File: config.mk
export PLATFORM = sky130hd
export DESIGN_NAME = crg_strobe_top
export DESIGN_NICKNAME = d
export VERILOG_FILES = /design/src/rtl/crg_pkg.sv /design/src/rtl/crg_ctrl_reg.sv /design/src/rtl/crg_ratio_sel.sv /design/src/rtl/crg_strobe_div.sv /design/src/rtl/crg_strobe_top.sv
export SDC_FILE = /design/constraint.sdc
export NUM_CORES = 1
export LEC_CHECK = 0
export BUFFER_PORTS_ARGS = -buffer_cell sky130_fd_sc_hd__clkbuf_2
export CORE_ASPECT_RATIO = 0.75
export CORE_UTILIZATION = 57
export DETAILED_ROUTE_END_ITERATION = 16
export PLACE_DENSITY = 0.8
export SYNTH_ARGS = -nofsm -noshare
export SYNTH_HDL_FRONTEND = slang
export SYNTH_SLANG_ARGS = --single-unit
File: constraint.sdc
create_clock -name clk -period 4.02 [get_ports clk]
set_input_delay 0.603 -clock clk [delete_from_list [all_inputs] [get_ports clk]]
set_output_delay 0.603 -clock clk [all_outputs]
set_load 0.01 [all_outputs]
File: src/rtl/crg_pkg.sv
`timescale 1ns/1ps
package crg_pkg;

    localparam int unsigned FIELD_W        = 3;
    localparam int unsigned MAX_BASE_RATIO = 8;

    typedef enum logic [0:0] {
        FLD_CORE   = 1'b0,
        FLD_PERIPH = 1'b1
    } fld_kind_e;

    // core and bus share this table; out-of-range codes fall to 8
    function automatic logic [3:0] core_ratio(input logic [FIELD_W-1:0] code);
        logic [3:0] r;
        case (code)
            3'd0:    r = 4'd1;
            3'd1:    r = 4'd2;
            3'd2:    r = 4'd3;
            3'd3:    r = 4'd4;
            3'd4:    r = 4'd5;
            default: r = 4'd8;
        endcase
        return r;
    endfunction

    function automatic logic [3:0] periph_ratio(input logic [FIELD_W-1:0] code);
        logic [3:0] r;
        case (code)
            3'd0:    r = 4'd2;
            3'd1:    r = 4'd3;
            3'd2:    r = 4'd4;
            3'd3:    r = 4'd6;
            default: r = 4'd8;
        endcase
        return r;
    endfunction

endpackage

File: src/rtl/crg_ctrl_reg.sv
`timescale 1ns/1ps
module crg_ctrl_reg #(
    parameter int unsigned     REG_W   = 16,
    parameter logic [REG_W-1:0] RST_VAL = 16'h0E0A
) (
    input  logic             clk,
    input  logic             rst_n,
    input  logic             wr_i,
    input  logic [REG_W-1:0] wdata_i,
    output logic [REG_W-1:0] ctrl_o
);

    typedef struct packed {
        logic [REG_W-1:0] val;
    } reg_state_t;

    reg_state_t st_d, st_q;

    always_comb begin
        st_d = st_q;
        if (wr_i) begin
            st_d.val = wdata_i;
        end
    end

    always_ff @(posedge clk or negedge rst_n) begin
        if (!rst_n) begin
            st_q.val <= RST_VAL;
        end else begin
            st_q <= st_d;
        end
    end

    assign ctrl_o = st_q.val;

endmodule

File: src/rtl/crg_ratio_sel.sv
`timescale 1ns/1ps
module crg_ratio_sel #(
    parameter int unsigned          REG_W        = 16,
    parameter int unsigned          FIELD_LSB    = 0,
    parameter int unsigned          PLL_BIT      = 10,
    parameter int unsigned          PLL_OFF_MULT = 6,
    parameter int unsigned          RAT_W        = 7,
    parameter crg_pkg::fld_kind_e   KIND         = crg_pkg::FLD_CORE
) (
    input  logic [REG_W-1:0] ctrl_i,
    output logic [RAT_W-1:0] ratio_o
);

    localparam int unsigned FW = crg_pkg::FIELD_W;

    logic [FW-1:0] code;
    logic [3:0]    base;

    assign code = ctrl_i[FIELD_LSB +: FW];

    generate
        if (KIND == crg_pkg::FLD_PERIPH) begin : g_periph
            assign base = crg_pkg::periph_ratio(code);
        end else begin : g_core
            assign base = crg_pkg::core_ratio(code);
        end
    endgenerate

    always_comb begin
        if (ctrl_i[PLL_BIT]) begin
            ratio_o = RAT_W'(base);
        end else begin
            ratio_o = RAT_W'(base) * RAT_W'(PLL_OFF_MULT);
        end
    end

endmodule

File: src/rtl/crg_strobe_div.sv
`timescale 1ns/1ps
module crg_strobe_div #(
    parameter int unsigned CNT_W = 6,
    parameter int unsigned RAT_W = 7
) (
    input  logic             clk,
    input  logic             rst_n,
    input  logic             reload_i,
    input  logic [RAT_W-1:0] ratio_i,
    output logic             strobe_o
);

    typedef struct packed {
        logic [CNT_W-1:0] cnt;
    } div_state_t;

    div_state_t st_d, st_q;

    always_comb begin
        st_d = st_q;
        if (reload_i) begin
            st_d.cnt = '0;
        end else if (({1'b0, st_q.cnt} + RAT_W'(1)) >= ratio_i) begin
            st_d.cnt = '0;
        end else begin
            st_d.cnt = st_q.cnt + CNT_W'(1);
        end
    end

    always_ff @(posedge clk or negedge rst_n) begin
        if (!rst_n) begin
            st_q.cnt <= '0;
        end else begin
            st_q <= st_d;
        end
    end

    // phase zero of every period carries the strobe
    assign strobe_o = (st_q.cnt == '0);

endmodule

File: src/rtl/crg_strobe_top.sv
`timescale 1ns/1ps
module crg_strobe_top #(
    parameter int unsigned      REG_W        = 16,
    parameter logic [REG_W-1:0] RST_VAL      = 16'h0E0A,
    parameter int unsigned      CPU_LSB      = 6,
    parameter int unsigned      BUS_LSB      = 3,
    parameter int unsigned      PER_LSB      = 0,
    parameter int unsigned      PLL_BIT      = 10,
    parameter int unsigned      PLL_OFF_MULT = 6
) (
    input  logic             clk,
    input  logic             rst_n,
    input  logic             cfg_wr,
    input  logic [REG_W-1:0] cfg_wdata,
    output logic [REG_W-1:0] cfg_rdata,
    output logic             cpu_en,
    output logic             bus_en,
    output logic             per_en
);

    localparam int unsigned NCH       = 3;
    localparam int unsigned MAX_RATIO = crg_pkg::MAX_BASE_RATIO * PLL_OFF_MULT;
    localparam int unsigned CNT_W     = $clog2(MAX_RATIO);
    localparam int unsigned RAT_W     = CNT_W + 1;

    logic [REG_W-1:0] ctrl;
    logic [NCH-1:0]   strobe;

    crg_ctrl_reg #(
        .REG_W   (REG_W),
        .RST_VAL (RST_VAL)
    ) u_ctrl (
        .clk     (clk),
        .rst_n   (rst_n),
        .wr_i    (cfg_wr),
        .wdata_i (cfg_wdata),
        .ctrl_o  (ctrl)
    );

    generate
        for (genvar g = 0; g < NCH; g++) begin : g_ch
            localparam int unsigned LSB = (g == 0) ? CPU_LSB :
                                          (g == 1) ? BUS_LSB : PER_LSB;
            localparam crg_pkg::fld_kind_e KIND =
                (g == 2) ? crg_pkg::FLD_PERIPH : crg_pkg::FLD_CORE;

            logic [RAT_W-1:0] ratio;

            crg_ratio_sel #(
                .REG_W        (REG_W),
                .FIELD_LSB    (LSB),
                .PLL_BIT      (PLL_BIT),
                .PLL_OFF_MULT (PLL_OFF_MULT),
                .RAT_W        (RAT_W),
                .KIND         (KIND)
            ) u_sel (
                .ctrl_i  (ctrl),
                .ratio_o (ratio)
            );

            crg_strobe_div #(
                .CNT_W (CNT_W),
                .RAT_W (RAT_W)
            ) u_div (
                .clk      (clk),
                .rst_n    (rst_n),
                .reload_i (cfg_wr),
                .ratio_i  (ratio),
                .strobe_o (strobe[g])
            );
        end
    endgenerate

    assign cfg_rdata = ctrl;
    assign cpu_en    = strobe[0];
    assign bus_en    = strobe[1];
    assign per_en    = strobe[2];

endmodule

### Word-level counts from Yosys, hierarchy flattened

Index checks and enable logic that the tools add are counted.

| word-level totals | value |
|---|---|
| register bits | 34 |
| bits of input ports | 19 |
| output and inout port bits | 19 |
| word-level logic and storage cells | 45 |

| cells by class | value |
|---|---|
| add/subtract/negate cells | 6 |
| multiply operators | 3 |
| order comparisons | 3 |
| eq/ne operators | 11 |
| muxes and demuxes | 12 |
| reduce and logical (&&, ||, !) cells | 6 |

Operators with widths:

| cell | count |
|---|---|
| 4-bit one-hot mux with 5 select lines | 2 |
| 6-bit two-way mux | 6 |
| 6-bit by 1-bit adder with 7-bit output (second input constant) | 3 |
| 7-bit greater-or-equal comparator | 3 |
| 7-bit two-way mux | 3 |
| 6-bit by 1-bit adder with 6-bit output (second input constant) | 3 |
| 3-bit by 2-bit equality test with 1-bit output (second input constant) | 6 |
| 6-bit logical NOT | 3 |
| 4-bit by 2-bit multiplier with 6-bit output (second input constant) | 3 |
| 4-bit one-hot mux with 4 select lines | 1 |
| 3-bit by 1-bit equality test with 1-bit output (second input constant) | 3 |
| 3-bit logical NOT | 3 |
| 3-bit equality test (second input constant) | 2 |

### Depth between registers and ports, before layout

| depth | value |
|---|---|
| depth after elaboration | 7 |
| mapped depth | 18 |
| gate-level depth less buffers | 17 |

### Modules after synthesis

A second synthesis with hierarchy kept.

| unflattened totals | value |
|---|---|
| cells, all modules | 280 |
| area, all modules | 2845.2 um^2 |

Modules (own cells, without submodules):

| module | instances | cells an instance | area an instance (um^2) | sequential area each (um^2) |
|---|---|---|---|---|
| crg_strobe_div | 3 | 50 | 476.7 | 150.1 |
| crg_ratio_sel at g_ch[0].u_sel ... | 2 | 40 | 335.3 | 0.0 |
| crg_ctrl_reg | 1 | 34 | 655.6 | 406.6 |
| crg_ratio_sel at g_ch[2].u_sel | 1 | 16 | 88.8 | 0.0 |

### Least setup slack after synthesis

Ideal clock, no wire load.

| timing path | value |
|---|---|
| path type | flip-flop to flip-flop |
| from | reg u_ctrl.st_q, in the netlist u_ctrl.ctrl_o[3] |
| to | reg g_ch[1].u_div.st_q[2] (netlist bit) |
| library setup time | 0.129 ns |
| arrival time | 3.490 ns |
| data required time | 3.891 ns |
| slack | 0.401 ns |
| cell stages (with the launch flop) | 17 |
| buffers on the path | 1 |
| period minus slack after synthesis | 3.619 ns |
| path through | dfstp_2 -> buf_2 -> and3b_1 -> a21o_1 -> clkinv_2 -> ha_1 -> maj3_1 -> nor2_1 -> ha_1 -> inv_1 -> fa_1 -> mux2_2 -> ha_1 -> and4_1 -> o21ai_0 -> o211ai_2 -> nor2b_1 |

RTL lines:

| item | line | RTL |
|---|---|---|
| start, declared | crg_ctrl_reg.sv:17 | `reg_state_t st_d, st_q;` |
| start signal, assigned | crg_ctrl_reg.sv:30 | `st_q <= st_d;` |
| end signal, assigned | crg_strobe_div.sv:34 | `st_q <= st_d;` |
| end, declared | crg_strobe_div.sv:17 | `div_state_t st_d, st_q;` |

==> out/summary.txt <==
Worst Max-Slew Pin Slew -> 821 ps
Avg WL per Cell -> 12.9 um
initial antenna violation count -> 0
worst-path cell chain -> buf_4 -> xor2_1 -> nand2b_1 -> ha_1 -> maj3_1 -> nor2_1 -> ha_1 -> inv_1 -> fa_1 -> nand2b_1 -> a21oi_1 -> a31oi_1 -> ha_1 -> a211o_1 -> o211ai_1 -> o211ai_2 -> nor2b_1
routed vias -> 1,896
DP HPWL -> 3.61 mm
drt drc -> 0
critical path endpoint category -> flip-flop
layout cells sized above 1 -> 26.0%
Synth Flop Type -> dfrtp_1
CP arrival -> 3920 ps
All-Layer GR Usage -> 21.8%
Setup Skew -> 9.04 ps
Final Max Slew Viols -> 0
Setup Crit Path Kind -> flip-flop to flip-flop
Post-synth ARST share -> 100%
syn_nets -> 317
CTS Buf Count -> 5
number of global-route vias before repair -> 1,757
max_cap viols -> 0
Sw Ratio -> 35.4%
CTS Sinks -> 34
Cell Rows -> 20
RD Place Congestion -> 0.747
Worst path slowest cell -> dfstp_2
register area share after synthesis -> 33.6%
Post-synth EDFFs -> 0
Clk pwr share -> 25.0%
final wirelength -> 4.56 mm
Tot Pwr -> 0.00122 W
clock slew seen by the registers of the worst setup and hold paths -> 70 ps
Critical Path Max Stage Delay -> 570 ps
Initial Utilization -> 61.0%
drt initial violations -> 66
Core ar. -> 4180 um^2
post-synthesis register bit count -> 34
Rel. slew slack -> 45.2%
CTS tree -> done
worst vdd ir -> 274 uV
clock root cell -> clkbuf_8
leak pwr -> 1.43 nW
Hold Crit Class -> input pin to async pin
antenna cell count -> 0
CTS Buffer Depth -> 2
worst setup path startpoint -> u_ctrl.ctrl_o[3]
Avg Cell Area, Syn -> 9.81 um^2
power density cells -> 422 nW/um^2
largest net degree at the start of global routing -> 35
first-pass GRT wire length -> 7.83 mm
Ports -> 38
die width -> 79.2 um
clock latency on the worst-skew pair -> 280 ps
synthesis warning total -> 0
Via density -> 5.34
Comb pwr share -> 38.0%
Seq pwr share -> 37.0%
TNS Setup -> 0 ps
crit-path leading delay family -> adder cells
Tmin final -> 3710 ps
Area Growth Syn to Fin -> 13.6%
height of the die -> 59.9 um
PortBufs -> 37
Critical path buffers and inverters -> 2
Post-Route Utilization -> 69.3%
final hold vios -> 0
# hold bufs at CTS -> 0
Crit path top cell by count -> ha_1
gr ovfl total -> 0
worst reg2reg path startpoint -> u_ctrl.ctrl_o[3]
# nets final -> 356
P_int -> 0.000790 W
Data required, critical path -> 4230 ps
RSZ-0062 raised after global routing -> false
post-route ant nets -> 0
TritonRoute pass-1 iters -> 4
outcome -> complete, no violations
Psw -> 0.000433 W
crit path launch type -> flip-flop
final worst path period share -> 92.4%
Die Area -> 4750 um^2
Syn Std Cell Area -> 2550 um^2
Synth cell types -> 41
Synth Instances -> 260
final setup violation count -> 0
largest fanout on the critical path -> 6
H-tree depth -> 2
Fmax -> 0.269 GHz
==> sequential cells by signal, summed over array words and instances, names as in the netlist <==
| name | flops |
|---|---|
| g_ch.u_div.st_q | 18 |
| u_ctrl.ctrl_o | 16 |
==> layer usage <==
layer / routed length (um) / track usage (%) / share of wire (%)
met1: 2290 / 30.1 / 50
met2: 2040 / 33.6 / 45
met3: 173 / 5.65 / 3.8
met4: 54 / 7.27 / 1.2
met5: 0 / 0 / 0
==> path summary, 6_finish.rpt <==
path,slack (ps),cells after the start,to
max,310,17,g_ch[1].u_div.st_q[5]
min,400,1,g_ch[2].u_div.st_q[0]
max reg2reg,310,17,g_ch[1].u_div.st_q[5]
min reg2reg,510,1,u_ctrl.ctrl_o[15]
max in group asynchronous,3060,1,u_ctrl.ctrl_o[7]
min in group clk,510,1,u_ctrl.ctrl_o[15]
==> metrics by stage <==
step	hold WS [ps]	instance area [um^2]	setup WS [ps]	cells
global route	468	2900	46.0	355
CTS	427	2890	232	354
global placement	490	2780	377	346
detailed placement	497	2780	255	346
floorplan	307	2550	401	260
finish	397	2900	307	355
==> area by class of cell <==
type | count | area (um^2)
Tap cell | 55 | 68.8
Inverter | 19 | 73.8
Clock inverter | 3 | 40.0
Timing Repair Buffer | 39 | 200
Sequential cell | 34 | 858
Clock buffer | 5 | 68.8
Fill cell | 353 | 1280
Multi-Input combinational cell | 200 | 1590
==> Yosys cell counts, drive strengths merged, types with 7 or more instances <==
cell type / instances / area share (%)
nand3: 11 / 2.2
a21oi: 8 / 1.6
o21ai: 11 / 2.2
ha: 35 / 17
xnor2: 9 / 3.1
mux2: 17 / 7.5
inv: 17 / 2.5
dfrtp: 29 / 28
xor2: 7 / 2.4
nor2: 21 / 3.1
nor2b: 14 / 3.4
nand2b: 9 / 2.2
==> cell families (layout without fill, tap and decap cells) <==
| logic type | after synthesis | in the layout | synth area share (%) |
|---|---|---|---|
| compound gates | 36 | 36 | 8.78 |
| simple gates | 89 | 89 | 19.2 |
| buf+inv | 26 | 66 | 4.27 |
| xor+xnor | 16 | 16 | 5.50 |
| flops | 34 | 34 | 33.6 |
| mux | 19 | 19 | 8.29 |
| fa+ha+maj | 40 | 40 | 20.3 |
==> power groups by stage <==
stage	clock network (W)	logic, W	registers, W
6_report	0.000305	0.000465	0.000452
5_1_grt	0.000327	0.000535	0.000462
4_1_cts	0.000312	0.000466	0.000453
3_5_place_dp	0	0.000461	0.000459
3_3_place_gp	0	0.000440	0.000455
2_1_floorplan	0	0.000341	0.000444
==> cells in the final DEF, fill, tap and decap left out, types with 4 or more instances in the layout <==
cell	synthesis	layout
a21oi_1	8	8
dfrtp_1	29	28
mux2_2	17	17
xor2_1	7	7
ha_1	35	35
a21o_1	5	5
nand2_1	6	6
nor2_1	21	21
nand4_1	4	4
nor2b_1	14	14
inv_1	17	17
a31oi_1	4	4
clkbuf_8	0	5
and2_1	6	6
dfstp_2	5	5
nand3_1	11	11
o21ai_0	9	9
nand2b_1	9	9
clkbuf_2	0	37
clkinv_2	2	4
xnor2_1	9	9
==> what timing repair did <==
item	in CTS	in global routing
gates resized for setup	0	2
endpoints found under the setup margin	0	10
buffers inserted	0	1
Power figures use the tool's default switching activity.
